File: src/rtl/i2cm_pkg.sv
package i2cm_pkg;
  typedef enum logic [2:0] {
    ST_IDLE  = 3'd0,
    ST_START = 3'd1,
    ST_BIT   = 3'd2,
    ST_WAIT  = 3'd3,
    ST_STOP  = 3'd4
  } seq_st_t;
endpackage

File: src/rtl/i2cm_qtick.sv
module i2cm_qtick #(
  parameter int BASE_DIV = 16,
  parameter int RATE_W   = 3
) (
  input  logic              clk,
  input  logic              rst_n,
  input  logic [RATE_W-1:0] rate,
  output logic              qtick
);
  localparam int QBASE = BASE_DIV / 4;
  localparam int CNT_W = $clog2(QBASE) + (1 << RATE_W);

  logic [CNT_W-1:0] cnt_q, cnt_d, lim;
  logic             last;

  always_comb begin
    lim   = CNT_W'(QBASE) << rate;
    last  = (cnt_q >= (lim - CNT_W'(1)));
    cnt_d = last ? '0 : cnt_q + CNT_W'(1);
  end

  always_ff @(posedge clk or negedge rst_n) begin
    if (!rst_n) cnt_q <= '0;
    else        cnt_q <= cnt_d;
  end

  assign qtick = last;

  AST_TICK_GAP: assert property (@(posedge clk) disable iff (!rst_n)
    qtick |=> !qtick) else $error("quarter ticks too close");
endmodule

File: src/rtl/i2cm_ctl.sv
module i2cm_ctl #(
  parameter int RATE_W = 3,
  parameter int DATA_W = 8
) (
  input  logic              clk,
  input  logic              rst_n,
  input  logic              ctl_wr,
  input  logic              ctl_master,
  input  logic [RATE_W-1:0] ctl_rate,
  input  logic              tx_wr,
  input  logic [DATA_W-1:0] tx_data,
  input  logic              nak_clr,
  input  logic              tx_fail,
  input  logic              ev_nak,
  input  logic              ev_take,
  input  logic              ev_drop,
  output logic              master_q,
  output logic [RATE_W-1:0] rate_q,
  output logic              pend_q,
  output logic [DATA_W-1:0] txd_q,
  output logic              nakif_q
);
  logic              master_d, pend_d, nakif_d;
  logic [RATE_W-1:0] rate_d;
  logic [DATA_W-1:0] txd_d;

  always_comb begin
    master_d = master_q;
    if (tx_fail || ev_nak) master_d = 1'b0;
    else if (ctl_wr)       master_d = ctl_master;

    rate_d = ctl_wr ? ctl_rate : rate_q;

    pend_d = pend_q;
    if (tx_fail)                pend_d = 1'b0;
    else if (tx_wr)             pend_d = 1'b1;
    else if (ev_take || ev_drop) pend_d = 1'b0;

    txd_d = tx_wr ? tx_data : txd_q;

    nakif_d = nakif_q;
    if (ev_nak)       nakif_d = 1'b1;
    else if (nak_clr) nakif_d = 1'b0;
  end

  always_ff @(posedge clk or negedge rst_n) begin
    if (!rst_n) begin
      master_q <= 1'b0;
      rate_q   <= '0;
      pend_q   <= 1'b0;
      txd_q    <= '0;
      nakif_q  <= 1'b0;
    end else begin
      master_q <= master_d;
      rate_q   <= rate_d;
      pend_q   <= pend_d;
      txd_q    <= txd_d;
      nakif_q  <= nakif_d;
    end
  end

  AST_NAK_DROPS_MASTER: assert property (@(posedge clk) disable iff (!rst_n)
    ev_nak |=> (!master_q && nakif_q)) else $error("nak did not end master");
  AST_NAKIF_STICKY: assert property (@(posedge clk) disable iff (!rst_n)
    (nakif_q && !nak_clr) |=> nakif_q) else $error("nak flag lost");
endmodule

File: src/rtl/i2cm_seq.sv
module i2cm_seq
  import i2cm_pkg::*;
#(
  parameter int DATA_W = 8
) (
  input  logic              clk,
  input  logic              rst_n,
  input  logic              qtick,
  input  logic              master,
  input  logic              pend,
  input  logic [DATA_W-1:0] txd,
  input  logic [DATA_W-2:0] addr,
  input  logic              rw,
  input  logic              sda_in,
  input  logic              tx_fail,
  output logic              sda_oe,
  output logic              scl_oe,
  output logic              byte_done,
  output logic              ev_nak,
  output logic              ev_take,
  output logic              ev_drop
);
  localparam int BW       = $clog2(DATA_W + 1);
  localparam int ACK_SLOT = DATA_W;

  seq_st_t           st_q, st_d;
  logic [1:0]        ph_q, ph_d;
  logic [BW-1:0]     bit_q, bit_d;
  logic [DATA_W-1:0] sh_q, sh_d;
  logic              ack_q, ack_d;
  logic              sda_q, sda_d, scl_q, scl_d;
  logic              done_q, end_byte;
  logic              in_ack;

  assign in_ack = (bit_q == BW'(ACK_SLOT));

  always_comb begin
    st_d = st_q; ph_d = ph_q; bit_d = bit_q; sh_d = sh_q;
    ack_d = ack_q; sda_d = sda_q; scl_d = scl_q;
    ev_nak = 1'b0; ev_take = 1'b0; ev_drop = 1'b0; end_byte = 1'b0;
    case (st_q)
      ST_IDLE: begin
        sda_d = 1'b0;
        scl_d = 1'b0;
        if (qtick && master) begin
          st_d = ST_START;
          ph_d = 2'd0;
        end
      end
      ST_START: if (qtick) begin
        if (ph_q == 2'd0) begin
          sda_d = 1'b1;
          ph_d  = 2'd1;
        end else begin
          scl_d = 1'b1;
          st_d  = ST_BIT;
          ph_d  = 2'd0;
          bit_d = '0;
          sh_d  = {addr, rw};
        end
      end
      ST_BIT: if (qtick) begin
        case (ph_q)
          2'd0: begin
            sda_d = in_ack ? 1'b0 : ~sh_q[DATA_W-1];
            ph_d  = 2'd1;
          end
          2'd1: begin
            scl_d = 1'b0;
            if (in_ack) ack_d = sda_in;
            ph_d  = 2'd2;
          end
          2'd2: ph_d = 2'd3;
          default: begin
            scl_d = 1'b1;
            ph_d  = 2'd0;
            if (!in_ack) begin
              sh_d  = sh_q << 1;
              bit_d = bit_q + BW'(1);
            end else begin
              end_byte = 1'b1;
              if (ack_q) begin
                ev_nak  = 1'b1;
                ev_drop = 1'b1;
                st_d    = ST_STOP;
              end else if (!master) begin
                ev_drop = 1'b1;
                st_d    = ST_STOP;
              end else if (pend) begin
                ev_take = 1'b1;
                sh_d    = txd;
                bit_d   = '0;
              end else begin
                st_d = ST_WAIT;
              end
            end
          end
        endcase
      end
      ST_WAIT: if (qtick) begin
        ph_d = 2'd0;
        if (!master) begin
          ev_drop = 1'b1;
          st_d    = ST_STOP;
        end else if (pend) begin
          ev_take = 1'b1;
          sh_d    = txd;
          bit_d   = '0;
          st_d    = ST_BIT;
        end
      end
      ST_STOP: if (qtick) begin
        case (ph_q)
          2'd0: begin
            sda_d = 1'b1;
            ph_d  = 2'd1;
          end
          2'd1: begin
            scl_d = 1'b0;
            ph_d  = 2'd2;
          end
          default: begin
            sda_d = 1'b0;
            st_d  = ST_IDLE;
            ph_d  = 2'd0;
          end
        endcase
      end
      default: st_d = ST_IDLE;
    endcase
    if (tx_fail) begin
      st_d  = ST_IDLE;
      ph_d  = 2'd0;
      sda_d = 1'b0;
      scl_d = 1'b0;
    end
  end

  always_ff @(posedge clk or negedge rst_n) begin
    if (!rst_n) begin
      st_q   <= ST_IDLE;
      ph_q   <= 2'd0;
      bit_q  <= '0;
      sh_q   <= '0;
      ack_q  <= 1'b0;
      sda_q  <= 1'b0;
      scl_q  <= 1'b0;
      done_q <= 1'b0;
    end else begin
      st_q   <= st_d;
      ph_q   <= ph_d;
      bit_q  <= bit_d;
      sh_q   <= sh_d;
      ack_q  <= ack_d;
      sda_q  <= sda_d;
      scl_q  <= scl_d;
      done_q <= end_byte;
    end
  end

  assign sda_oe    = sda_q;
  assign scl_oe    = scl_q;
  assign byte_done = done_q;

  AST_IDLE_RELEASED: assert property (@(posedge clk) disable iff (!rst_n)
    (st_q == ST_IDLE) |-> (!sda_q && !scl_q)) else $error("idle drives a line");
  AST_SDA_QUIET_SCL_HIGH: assert property (@(posedge clk) disable iff (!rst_n)
    (st_q == ST_BIT && $past(st_q) == ST_BIT && !scl_q && !$past(scl_q)) |-> $stable(sda_q))
    else $error("sda moved with scl high");
  AST_DONE_SINGLE: assert property (@(posedge clk) disable iff (!rst_n)
    byte_done |=> !byte_done) else $error("byte_done longer than one cycle");
  AST_WAIT_HOLDS_SCL: assert property (@(posedge clk) disable iff (!rst_n)
    (st_q == ST_WAIT) |-> scl_q) else $error("scl released while waiting");
  AST_FAIL_FREES_LINES: assert property (@(posedge clk) disable iff (!rst_n)
    tx_fail |=> (!sda_oe && !scl_oe && st_q == ST_IDLE)) else $error("abort kept lines");
endmodule

File: src/rtl/i2c_mstr_engine.sv
module i2c_mstr_engine #(
  parameter int BASE_DIV = 16,
  parameter int RATE_W   = 3,
  parameter int DATA_W   = 8
) (
  input  logic              clk,
  input  logic              rst_n,
  input  logic              ctl_wr,
  input  logic              ctl_master,
  input  logic [RATE_W-1:0] ctl_rate,
  input  logic [DATA_W-2:0] call_addr,
  input  logic              call_rw,
  input  logic              tx_wr,
  input  logic [DATA_W-1:0] tx_data,
  input  logic              nak_clr,
  input  logic              tx_fail,
  input  logic              sda_in,
  output logic              sda_oe,
  output logic              scl_oe,
  output logic              master,
  output logic              nakif,
  output logic              byte_done
);
  logic              rs_q1, rs_q2;
  logic              qtick, pend, ev_nak, ev_take, ev_drop;
  logic [RATE_W-1:0] rate;
  logic [DATA_W-1:0] txd;

  always_ff @(posedge clk or negedge rst_n) begin
    if (!rst_n) begin
      rs_q1 <= 1'b0;
      rs_q2 <= 1'b0;
    end else begin
      rs_q1 <= 1'b1;
      rs_q2 <= rs_q1;
    end
  end

  i2cm_qtick #(.BASE_DIV(BASE_DIV), .RATE_W(RATE_W)) u_tick (
    .clk(clk), .rst_n(rs_q2), .rate(rate), .qtick(qtick)
  );

  i2cm_ctl #(.RATE_W(RATE_W), .DATA_W(DATA_W)) u_ctl (
    .clk(clk), .rst_n(rs_q2), .ctl_wr(ctl_wr), .ctl_master(ctl_master),
    .ctl_rate(ctl_rate), .tx_wr(tx_wr), .tx_data(tx_data), .nak_clr(nak_clr),
    .tx_fail(tx_fail), .ev_nak(ev_nak), .ev_take(ev_take), .ev_drop(ev_drop),
    .master_q(master), .rate_q(rate), .pend_q(pend), .txd_q(txd), .nakif_q(nakif)
  );

  i2cm_seq #(.DATA_W(DATA_W)) u_seq (
    .clk(clk), .rst_n(rs_q2), .qtick(qtick), .master(master), .pend(pend),
    .txd(txd), .addr(call_addr), .rw(call_rw), .sda_in(sda_in), .tx_fail(tx_fail),
    .sda_oe(sda_oe), .scl_oe(scl_oe), .byte_done(byte_done),
    .ev_nak(ev_nak), .ev_take(ev_take), .ev_drop(ev_drop)
  );
endmodule

File: config.mk
export PLATFORM = sky130hd
export DESIGN_NAME = i2c_mstr_engine
export DESIGN_NICKNAME = d
export VERILOG_FILES = /design/src/rtl/i2cm_pkg.sv /design/src/rtl/i2cm_qtick.sv /design/src/rtl/i2cm_ctl.sv /design/src/rtl/i2cm_seq.sv /design/src/rtl/i2c_mstr_engine.sv
export SDC_FILE = /design/constraint.sdc
export NUM_CORES = 1
export LEC_CHECK = 0
export BUFFER_PORTS_ARGS = -buffer_cell sky130_fd_sc_hd__buf_2
export CORE_MARGIN = 2
export CORE_UTILIZATION = 24
export CTS_CLUSTER_DIAMETER = 80
export DETAILED_ROUTE_END_ITERATION = 10
export PLACE_DENSITY_LB_ADDON = 0.08
export SLEW_MARGIN = 20
export SYNTH_ARGS = -nofsm -noshare
export SYNTH_HDL_FRONTEND = slang
export SYNTH_HIERARCHICAL = 1
export SYNTH_SLANG_ARGS = --single-unit
File: constraint.sdc
create_clock -name clk -period 1.6 [get_ports clk]
set_input_delay 0.24 -clock clk [delete_from_list [all_inputs] [get_ports clk]]
set_output_delay 0.24 -clock clk [all_outputs]
set_load 0.005 [all_outputs]
==> results of run 1 <==
## cells by family (layout without fill, tap and decap cells)
logic type / after synthesis / count (layout) / share of synthesized area
other: 2 / 2 / 0.00254
and+or+nand+nor: 99 / 99 / 0.203
adders and majority gates: 16 / 16 / 0.0677
xor gates and xnor gates: 8 / 8 / 0.0237
buffers and inverters: 30 / 139 / 0.0575
DFF: 47 / 47 / 0.398
AOI/OAI and AO/OA: 75 / 76 / 0.193
muxes: 14 / 14 / 0.0541
## metal layers
| metal | share of wire | vias to the layer above |
|---|---|---|
| met5 | 0 | - |
| met4 | 0.0091 | 0 |
| li1 | - | 1299 |
| met2 | 0.48 | 39 |
| met3 | 0.034 | 5 |
| met1 | 0.47 | 1307 |
## state kept, by name, summed over array words and instances (netlist names), 2 cells and up
| register | flops |
|---|---|
| u_seq/bit_q | 4 |
| u_ctl/rate_q | 3 |
| u_seq/st_q | 3 |
| u_seq/ph_q | 2 |
| u_ctl/txd_q | 8 |
| u_tick/cnt_q | 10 |
| u_seq/sh_q | 8 |
## area by class of cell
type                    count  area [um^2]  share of cell area
multi-input cells         215         1810               0.430
clock inverters             3         22.5             0.00535
inverters                  14         52.6              0.0125
flip-flops and latches     47         1180               0.280
repair buffers            117          835               0.198
well taps                 147          184              0.0437
clock buffers               5          125              0.0297
## worst max-delay path by stage
stage / from / end / slack [ps] / cells past startpoint
floorplan: u_ctl/rate_q[2]$_DFFE_PN0P_ / u_seq/scl_oe$_DFFE_PN0P_ / -890 / 12
global placement: u_ctl/rate_q[1]$_DFFE_PN0P_ / u_seq/scl_oe$_DFFE_PN0P_ / -920 / 11
detailed placement: u_ctl/rate_q[2]$_DFFE_PN0P_ / u_seq/scl_oe$_DFFE_PN0P_ / -980 / 11
CTS: u_ctl/rate_q[1]$_DFFE_PN0P_ / u_seq/scl_oe$_DFFE_PN0P_ / -870 / 11
global route: u_ctl/rate_q[1]$_DFFE_PN0P_ / u_seq/scl_oe$_DFFE_PN0P_ / -1020 / 11
finish: u_ctl/rate_q[1]$_DFFE_PN0P_ / u_seq/scl_oe$_DFFE_PN0P_ / -900 / 11
## placed cells by master (no fill, tap or decap), drive strengths merged, types with 2 or more instances in the layout
| cell | synthesis | layout |
|---|---|---|
| nor2 | 10 | 10 |
| nand4 | 3 | 3 |
| xor2 | 2 | 2 |
| a211oi | 2 | 2 |
| ha | 16 | 16 |
| a22oi | 2 | 2 |
| a31oi | 4 | 4 |
| or3b | 2 | 2 |
| a21oi | 13 | 13 |
| nand2b | 5 | 5 |
| o31ai | 2 | 2 |
| a32o | 2 | 2 |
| o32ai | 2 | 2 |
| a222oi | 7 | 7 |
| nand3b | 2 | 2 |
| mux2 | 13 | 13 |
| xnor2 | 6 | 6 |
| or2 | 3 | 3 |
| a21o | 3 | 3 |
| nor4 | 2 | 2 |
| o21a | 3 | 3 |
| nor2b | 4 | 4 |
| o2bb2ai | 2 | 2 |
| buf | 13 | 116 |
| conb | 2 | 2 |
| nor3 | 23 | 23 |
| nand3 | 7 | 7 |
| o221ai | 1 | 2 |
| nand2 | 25 | 25 |
| nor3b | 5 | 5 |
| dfrtp | 47 | 47 |
| clkbuf | 3 | 5 |
| o21ai | 21 | 21 |
| inv | 14 | 16 |
| o41ai | 3 | 3 |
## worst max-delay path, cell delays in order (launching register included)
cell      delay (ps)
dfrtp_2          460
nor3_2           190
ha_1             260
a21oi_2          120
nand4b_1         130
a21oi_2           70
or2_4            270
nand2b_4          90
nor2_2            50
or4_4            530
a22oi_2          130
o21ai_1           70
## stage by stage
stage | power, mW | area (um^2) | setup WS [ps] | std cells | setup TNS [ps]
6_report | 5.28 | 4210 | -897 | 548 | -19190
5_1_grt | 5.67 | 4210 | -1020 | 548 | -23730
4_1_cts | 5.30 | 4180 | -874 | 547 | -18820
3_5_place_dp | 3.89 | 3810 | -985 | 531 | -19610
3_3_place_gp | 3.91 | 3810 | -916 | 531 | -19370
2_1_floorplan | 2.93 | 3000 | -894 | 291 | -13840
## report_power, final
| group | switching, mW | total, mW | internal [mW] | leakage, nW |
|---|---|---|---|---|
| clock | 0.523 | 1.11 | 0.590 | 0.0746 |
| sequential | 0.207 | 1.62 | 1.41 | 0.607 |
| combinational | 1.27 | 2.55 | 1.27 | 1.22 |
| total | 2.00 | 5.28 | 3.28 | 1.90 |
## what timing repair did
| action | in CTS | in global routing |
|---|---|---|
| gates resized for setup | 35 | 8 |
| hold endpoints to repair | 2 | 0 |
| endpoints found under the setup margin | 34 | 34 |
| pin swaps | 12 | 2 |
| gates cloned | 1 | 0 |
| hold buffers | 1 | 0 |
| setup buffers | 6 | 1 |
==> run_results.csv, run 1 <==
group,metric,value,unit
synth,ys_seq_area_frac,0.398,
placement,hpwl,6.02,mm
global_route,antenna_found_initial,0,
synth,synth_ff_type,"dfrtp_1",
final_layout,antenna-diode-count,0,
floorplanning,die_x,115,um
clocking,cts_buffers,5,
route,post_drt_wl_per_cell,15.6,um
clocking,insertion_delay,300,ps
clocking,path_clk_slew,70,ps
timing,tightestPinTransition,617,ps
worst_setup_path,reg2reg_slack,-900,ps
final_layout,drive_gt1_frac,0.489,
synth,synth_warnings,6,
final_layout,fillers,1262,
worst_setup_path,r2r-end,"u_seq/scl_oe$_DFFE_PN0P_",
placement,gp_congestion,0.742,
clocking,cts_tree,"yes",
worst_setup_path,worstPathRequired,1780,ps
clocking,root_buffer,"clkbuf_16",
worst_setup_path,arrival,2680,ps
timing,hold_violations,0,
floorplanning,rows,40,
hold_path,hold_path_startpoint,"tx_data[2]",
power_and_ir_drop,powerDensity,1250,nW/um^2
power_and_ir_drop,p_leak,1.90,nW
hold_path,hold_class,"in -> reg",
hold_path,hold_path_depth,2,
synth,netlist.area_leader.share,0.398,
synth,ys_seq_elements,47,
floorplanning,die_area,13200,um^2
route,wl,8.57,mm
timing,skew,7.16,ps
timing,slew_violations,0,
floorplanning,die_y,115,um
worst_setup_path,cp_max_fo,6,
global_route,grt_max_degree,46,
worst_setup_path,worst_r2r_path_depth,11,
status,outcome,"finished, violations left",
status,violations,"negative setup slack",
route,drt-vias-per-instance,4.84,
clocking,clock-sinks,47,
final_layout,postLayoutCoreUtil,0.351,
timing,holdWs,165,ps
final_layout,layout.nets,443,
timing,report.final.setup_viol,34,
timing,setup_slack,-897,ps
worst_setup_path,path_class,"reg -> reg",
synth,ys_top_cells_by_count,"dfrtp_1 (47), nand2_1 (25), o21ai_0 (20), ha_1 (16), nor3_1 (15)",
synth,synth_area,2960,um^2
synth,synth_fp_nets,334,
timing,fin_crit_sh,1.56,
synth,syn_avg_cell_area,10.2,um^2
synth,async_flop_share,1.00,
synth,yosysUniqueCellTypes,67,
route,initialDrtViolationCount,137,
synth,yosysMostFrequentCell,"dfrtp_1",
global_route,grt_pass1_wl,14.4,mm
route,dr.pass1.iters,5,
final_layout,synthToLayoutAreaGrowth,42.4,%
hold_path,min_to,"u_ctl/txd_q[2]$_DFFE_PN0P_",
global_route,grt_overflow_total,0,
global_route,use_met2,0.228,
clocking,clockBufferDepth,2,
worst_setup_path,start_kind,"flop",
route,vias,2650,
timing,rsz0062_at_grt,"true",
synth,yosysTopAreaCell,"dfrtp_1",
floorplanning,coreArea,12000,um^2
timing,finalCriticalPeriod,2500,ps
timing,relSlewSlack,0.587,
floorplanning,ios,32,
global_route,grt_use_met3,0.0269,
global_route,grt_use_total,0.139,
route,drc_errors,0,
flow_run,cap_violations,0,
synth,synth_cells,291,
global_route,use_met1,0.186,
timing,clock.fmax,400,MHz
placement,portBuffers,31,
global_route,grt.busiest_layer,"met2",
synth,synthTopCellsByArea,"dfrtp_1 (40%), ha_1 (6.8%), mux2_2 (4.6%), o21ai_0 (3.4%), nand2_1 (3.2%)",
route,drtAntennaViolNets,0,
floorplanning,initial_utilization,0.246,
synth,synth_edf_count,0,
global_route,grt_pass1_vias,2731,
worst_setup_path,rr_startpoint,"u_ctl/rate_q[1]$_DFFE_PN0P_",
clocking,cts.htree.levels,2,
power_and_ir_drop,irDropWorstVdd,0.401,mV
worst_setup_path,cp-end-kind,"flop",
No activity file was read; power rests on OpenSTA's default activity.
==> run 2: changes to the inputs <==
- SYNTH_HIERARCHICAL: 1 -> default
==> run 2 against run 1 <==
  * The run ends with design-rule violations, negative setup slack left
  * Non-clock buffer count shrank 16
  * Synthesized cell count decreased by 4.1%
  * Critical path depth down 3
  * Clock-buffer cell count unchanged
  * Clock skew is 3.9 ps higher
  * Sequential power down 13%
  * Synthesized area shrank 3.2%
  * Sequential cell count did not move
  * Largest power group is now registers
  * Highest routed layer unchanged
==> run_results.csv, run 2 <==
group,metric,value,unit
status,outcome,"finished, violations left",
status,violations,"design-rule violations, negative setup slack",
final_layout,fillers,1181,
final_layout,final_common_cell,"buf_4",
route,drtAntennaViolNets,0,
synth,synth_area,2860,um^2
route,initialDrtViolationCount,135,
final_layout,layout.nets,416,
worst_setup_path,start_kind,"flop",
timing,fin_crit_sh,1.27,
worst_setup_path,worst_r2r_path_depth,8,
worst_setup_path,crit_start,"u_ctl.rate_q[2]$_DFFE_PN0P_",
final_layout,mostFrequentLayoutCells,"buf_4 (58), dfrtp_1 (43), buf_2 (31), nand2_1 (18), nor2_1 (14)",
route,post_drt_wl_per_cell,15.2,um
floorplanning,initial_utilization,0.249,
worst_setup_path,crit_chain,"nor3_2, ha_1, a21oi_2, o21ai_4, a21o_4, buf_4, a211o_1, o41ai_2",
synth,yosysTopAreaCell,"dfrtp_1",
power_and_ir_drop,power.total,4.03,mW
global_route,grt_pass1_wl,13.4,mm
power_and_ir_drop,irDropWorstVdd,0.419,mV
final_layout,regArea,1180,um^2
timing,holdWs,155,ps
global_route,grt_pass1_vias,2589,
synth,synth_ff_type,"dfrtp_1",
timing,report.final.setup_viol,34,
final_layout,largest_register_ffs,10,
floorplanning,rows,39,
clocking,path_clk_slew,70,ps
placement,hpwl,5.75,mm
worst_setup_path,worstPathRequired,1810,ps
synth,synth_edf_count,0,
synth,synth_cells,279,
worst_setup_path,cp-end-kind,"flop",
worst_setup_path,slowest_stage,"dfrtp_2",
worst_setup_path,cp_num_cells,8,
synth,netlist.area_leader.share,0.411,
global_route,antenna_found_initial,0,
final_layout,largestRegisters,"u_tick.cnt_q x10, u_ctl.txd_q x8, u_seq.sh_q x8",
flow_run,cap_violations,0,
final_layout,antenna-diode-count,0,
final_layout,drive_gt1_frac,0.459,
final_layout,synthToLayoutAreaGrowth,42.5,%
floorplanning,ios,32,
clocking,root_buffer,"clkbuf_16",
route,drc_errors,2,
global_route,grt_max_degree,46,
synth,ys_seq_area_frac,0.411,
timing,hold_violations,0,
clocking,cts_tree,"yes",
synth,yosysUniqueCellTypes,65,
final_layout,regMostFlops,"u_tick.cnt_q",
placement,portBuffers,31,
clocking,clock-sinks,47,
synth,synthTopCellsByArea,"dfrtp_1 (41%), ha_1 (6.6%), mux2_2 (4.3%), o2bb2ai_1 (2.8%), nor2_1 (2.6%)",
floorplanning,die_y,113,um
worst_setup_path,reg2reg_slack,-430,ps
synth,synth_warnings,0,
route,vias,2437,
timing,setup_slack,-429,ps
synth,ys_top_cells_by_count,"dfrtp_1 (47), nor2_1 (20), nand2_1 (18), ha_1 (15), o21ai_0 (14)",
route,wl,7.88,mm
power_and_ir_drop,p_leak,1.83,nW
timing,skew,11.0,ps
worst_setup_path,slowest_delay,450,ps
route,drt-vias-per-instance,4.70,
clocking,insertion_delay,310,ps
synth,syn_avg_cell_area,10.3,um^2
floorplanning,die_x,113,um
synth,yosysMostFrequentCell,"dfrtp_1",
synth,async_flop_share,1.00,
worst_setup_path,path_class,"reg -> reg",
worst_setup_path,worst-path-buf-inv,1,
timing,rsz0062_at_grt,"true",
global_route,grt_use_total,0.133,
clocking,clockBufferDepth,2,
route,dr.pass1.iters,7,
global_route,grt_overflow_total,0,
timing,setup_tns,-10710,ps
floorplanning,coreArea,11500,um^2
synth,ys_seq_elements,47,
worst_setup_path,r2r-end,"u_seq.ph_q[1]$_DFFE_PN0P_",
worst_setup_path,arrival,2240,ps
hold_path,hold_class,"in -> reg",
worst_setup_path,cp_max_fo,9,
final_layout,finalNonFillerCells,518,
placement,placed_cells,506,
final_layout,multi_input_area,1720,um^2
floorplanning,die_area,12800,um^2
worst_setup_path,rr_startpoint,"u_ctl.rate_q[2]$_DFFE_PN0P_",
placement,gp_congestion,0.771,
clocking,cts.htree.levels,2,
timing,clock.fmax,493,MHz
timing,finalCriticalPeriod,2030,ps
worst_setup_path,critPathTopFamily,"compound AO/OA/AOI/OAI gates",
timing,slew_violations,0,
clocking,cts_buffers,5,
worst_setup_path,crit_end,"u_seq.ph_q[1]$_DFFE_PN0P_",
power_and_ir_drop,powerDensity,987,nW/um^2
==> run 2: cell count changes after synthesis, moves of 4 or more <==
cell       change
o2bb2ai_1      +7
nand2_1        -7
and3_1         +6
nor3_1        -11
o21ai_0        -6
nor2_1        +10
nor3_2         -5
xor2_1         +4
nor2b_1        +4
==> run 2: worst min path at each step <==
stage               start                    endpoint  slack, ps  cells after the start
6_report       tx_data[2]  u_ctl.txd_q[2]$_DFFE_PN0P_        160                      2
5_1_grt        tx_data[4]  u_ctl.txd_q[4]$_DFFE_PN0P_        150                      2
4_1_cts        tx_data[2]  u_ctl.txd_q[2]$_DFFE_PN0P_        150                      2
3_5_place_dp        rst_n             rs_q1$_DFF_PN0_         30                      1
3_3_place_gp        rst_n             rs_q1$_DFF_PN0_         30                      1
2_1_floorplan       rst_n             rs_q1$_DFF_PN0_        -60                      0
==> run 2: cell type report <==
class	count	area share
Multi-Input combinational cell	205	0.421
Tap cell	143	0.0439
Clock buffer	5	0.0307
Sequential cell	47	0.289
Timing Repair Buffer	101	0.190
Inverter	14	0.0129
Clock inverter	3	0.0117
==> run 2: stage by stage <==
step                       util  setup WS, ps  instance area, um^2
after floorplan               -          -248                 2900
after global placement    0.318          -494                 3660
after detailed placement  0.318          -524                 3660
after CTS                 0.349          -418                 4020
after global routing      0.354          -565                 4080
final                     0.354          -429                 4080
==> run 2: cell families after synthesis <==
logic type | Yosys count | synth area share
DFF | 47 | 0.411
and+or+nand+nor | 88 | 0.181
AOI/OAI and AO/OA | 76 | 0.203
muxes | 15 | 0.0572
xor gates and xnor gates | 9 | 0.0275
adders and majority gates | 15 | 0.0655
other | 1 | 0.00131
buffers and inverters | 28 | 0.0537
==> run 2: power by group <==
part	switching, mW	internal, mW	leakage, nW
clock network	0.516	0.747	0.0844
registers	0.0933	1.32	0.611
logic	0.645	0.707	1.14
==> run 2: repair_timing <==
item / CTS / global route
hold endpoints to repair: 2 / 0
setup endpoints to repair: 34 / 34
hold buffers: 1 / 0
setup buffers: 2 / 0
pin swaps: 8 / 5
resized for setup: 29 / 16
gates cloned: 1 / 0
==> run 2: metal layers <==
layer	global-route usage	wire length, um	up-vias
met2	0.211	3690	38
met4	0.0382	88	0
li1	-	-	1217
met1	0.177	3760	1175
met3	0.0391	349	7
met5	0	0	-
==> run 3: changes to the inputs <==
- ABC_AREA: default -> 1
==> run 3 against run 2 <==
  * The flow finishes with violations (negative setup slack)
  * Critical path type unchanged
  * Global-route usage is 0.90 points higher
  * Worst setup slack improved by 93 ps
  * Register-to-register slack improved by 90 ps
  * Hold slack got worse by 60 ps
  * First-iteration DRC count fell by 29%
  * Clock power shrank 7%
  * Cell count is 25% higher
  * Wire length up 5.0%
==> run_results.csv, run 3 <==
group,metric,value,unit
synth,synth_area,2900,um^2
power_and_ir_drop,power.switching,2.28,mW
timing,clock.fmax,517,MHz
power_and_ir_drop,power.total,5.73,mW
power_and_ir_drop,internal_power,3.45,mW
worst_setup_path,r2r-end,"u_seq.sh_q[2]$_DFFE_PN0P_",
final_layout,regMostFlops,"u_tick.cnt_q",
power_and_ir_drop,switching_share,0.398,
final_layout,mostFrequentLayoutCells,"nand2_1 (115), buf_4 (64), dfrtp_1 (43), inv_1 (41), buf_2 (31)",
final_layout,synthToLayoutAreaGrowth,39.8,%
power_and_ir_drop,p_leak,2.08,nW
floorplanning,ios,32,
timing,fin_crit_sh,1.21,
synth,yosysMostFrequentCell,"nand2_1",
clocking,clockBufferDepth,2,
worst_setup_path,arrival,2120,ps
floorplanning,die_area,13000,um^2
clocking,path_clk_slew,70,ps
final_layout,fillers,1329,
final_layout,regArea,1180,um^2
placement,portBuffers,31,
clocking,cts.htree.levels,2,
hold_path,min_to,"u_ctl.nakif_q$_DFFE_PN0P_",
synth,yosysUniqueCellTypes,36,
clocking,cts_tree,"yes",
timing,report.final.setup_viol,34,
placement,hpwl,6.42,mm
synth,synth_warnings,0,
global_route,grt_use_total,0.142,
worst_setup_path,reg2reg_slack,-340,ps
route,initialDrtViolationCount,96,
floorplanning,initial_utilization,0.244,
synth,synthTopCellsByArea,"dfrtp_1 (41%), nand2_1 (16%), ha_1 (6.5%), nand3_1 (5.5%), inv_1 (5.3%)",
synth,yosysTopAreaCell,"dfrtp_1",
power_and_ir_drop,pwr-share-clk,0.203,
global_route,grt_max_degree,46,
status,violations,"negative setup slack",
global_route,grt_pass1_wl,14.4,mm
worst_setup_path,path_class,"reg -> reg",
global_route,grt_overflow_total,0,
hold_path,hold_class,"in -> reg",
clocking,clock-sinks,47,
timing,slew_violations,0,
hold_path,hold_path_depth,2,
route,dr.pass1.iters,4,
floorplanning,coreArea,11900,um^2
route,drc_errors,0,
floorplanning,die_y,114,um
synth,ys_seq_area_frac,0.405,
floorplanning,rows,40,
power_and_ir_drop,seqPwrFrac,0.304,
worst_setup_path,start_kind,"flop",
synth,async_flop_share,1.00,
final_layout,antenna-diode-count,0,
final_layout,multi_input_area,1640,um^2
hold_path,hold_path_startpoint,"nak_clr",
final_layout,largestRegisters,"u_tick.cnt_q x10, u_ctl.txd_q x8, u_seq.sh_q x8",
worst_setup_path,crit_chain,"nor2_1, ha_1, nand2_1, nor2_2, nand2_1, nor2_2, nor2_4, nand2_4, nand2_4, a21oi_4, buf_6, o21ai_1",
final_layout,final_common_cell,"nand2_1",
synth,synth_edf_count,0,
clocking,insertion_delay,310,ps
placement,dpl_worst_slack,-495,ps
worst_setup_path,slowest_delay,440,ps
placement,placed_cell_area,3750,um^2
final_layout,layout.nets,539,
route,wl,8.28,mm
worst_setup_path,rr_startpoint,"u_ctl.rate_q[1]$_DFFE_PN0P_",
timing,hold_violations,0,
synth,syn_avg_cell_area,7.35,um^2
route,post_drt_wl_per_cell,12.8,um
global_route,grt_pass1_vias,2984,
power_and_ir_drop,powerDensity,1410,nW/um^2
worst_setup_path,slowest_stage,"dfrtp_2",
timing,finalCriticalPeriod,1940,ps
power_and_ir_drop,irDropWorstVdd,0.568,mV
synth,ys_top_cells_by_count,"nand2_1 (122), dfrtp_1 (47), inv_1 (41), nor2_1 (36), nand3_1 (32)",
flow_run,cap_violations,0,
worst_setup_path,worst_r2r_path_depth,12,
floorplanning,die_x,114,um
worst_setup_path,cp-end-kind,"flop",
synth,synth_cells,395,
clocking,root_buffer,"clkbuf_16",
route,drtAntennaViolNets,0,
worst_setup_path,worstPathRequired,1790,ps
final_layout,drive_gt1_frac,0.325,
timing,skew,14.8,ps
final_layout,largest_register_ffs,10,
status,outcome,"finished, violations left",
clocking,cts_buffers,5,
placement,gp_congestion,0.812,
global_route,antenna_found_initial,0,
timing,setup_slack,-336,ps
synth,netlist.area_leader.share,0.405,
route,drt-vias-per-instance,4.39,
timing,rsz0062_at_grt,"true",
route,vias,2829,
power_and_ir_drop,combPwrFrac,0.493,
synth,ys_seq_elements,47,
worst_setup_path,cp_max_fo,7,
final_layout,fin_area,4060,um^2
synth,synth_ff_type,"dfrtp_1",
-- run 3: per-layer routing --
| layer | global-route usage | vias to the layer above | part of all wire |
|---|---|---|---|
| met4 | 0.0537 | 0 | 0.017 |
| met1 | 0.184 | 1308 | 0.49 |
| met5 | 0 | - | 0 |
| met3 | 0.0271 | 7 | 0.032 |
| li1 | - | 1474 | - |
| met2 | 0.235 | 40 | 0.46 |
-- run 3: worst max-delay path by stage --
stage,cells past startpoint,slack [ps],start,to
2_1_floorplan,13,-150,u_ctl.rate_q[2]$_DFFE_PN0P_,u_seq.bit_q[3]$_DFFE_PN0P_
3_3_place_gp,12,-460,u_ctl.rate_q[2]$_DFFE_PN0P_,u_seq.bit_q[0]$_DFFE_PN0P_
3_5_place_dp,10,-490,u_ctl.rate_q[2]$_DFFE_PN0P_,u_seq.bit_q[0]$_DFFE_PN0P_
4_1_cts,13,-340,u_ctl.rate_q[1]$_DFFE_PN0P_,u_seq.sh_q[6]$_DFFE_PN0P_
5_1_grt,13,-480,u_ctl.rate_q[2]$_DFFE_PN0P_,u_seq.sh_q[6]$_DFFE_PN0P_
6_report,12,-340,u_ctl.rate_q[1]$_DFFE_PN0P_,u_seq.sh_q[2]$_DFFE_PN0P_
-- run 3: kinds of logic (layout without fill, tap and decap cells) --
logic type | Yosys count | after routing | synth area share
and+or+nand+nor | 219 | 219 | 0.327
AOI/OAI and AO/OA | 54 | 54 | 0.106
buffers and inverters | 54 | 156 | 0.0789
DFF | 47 | 47 | 0.405
adders and majority gates | 15 | 15 | 0.0647
xor gates and xnor gates | 3 | 3 | 0.00905
muxes | 2 | 2 | 0.00776
other | 1 | 2 | 0.00129
-- run 3: power groups by stage --
stage                     registers (mW)  clock network, mW  logic [mW]
after detailed placement            1.76                  0        2.68
after CTS                           1.75               1.22        2.75
final                               1.74               1.17        2.83
after global routing                1.79               1.25        3.21
after global placement              1.77                  0        2.68
after floorplan                     1.72                  0        1.55
-- run 3: timing repair --
| action | 4_1_cts | 5_1_grt |
|---|---|---|
| resized for setup | 18 | 15 |
| hold endpoints to repair | 2 | 0 |
| setup buffers | 1 | 1 |
| hold buffers | 1 | 0 |
| endpoints found under the setup margin | 34 | 34 |
| pin swaps | 7 | 6 |
-- run 3: through the flow --
stage,TNS [ps],utilization,cells,hold WS [ps]
6_report,-8830,0.341,645,95.5
5_1_grt,-13750,0.341,645,96.8
4_1_cts,-8480,0.335,644,91.9
3_5_place_dp,-11870,0.315,634,28.3
3_3_place_gp,-10860,0.315,634,25.4
2_1_floorplan,-2410,-,396,-55.6
-- run 3: critical path: cells and delay by family, from the launching register on --
kind | cells | cell delay (ps)
AND/OR/NAND/NOR | 8 | 740
adder cells (fa/ha/maj) | 1 | 300
AO/OA/AOI/OAI | 2 | 220
buffers and inverters | 1 | 130
flip-flops | 1 | 440
-- run 3: cell type report --
cell class,count,share of cell area
inverter,48,0.0456
clock buffer,7,0.0376
multi-input combinational,295,0.404
clock inverter,1,0.00185
sequential,47,0.291
timing repair buffer,100,0.175
tap,147,0.0453
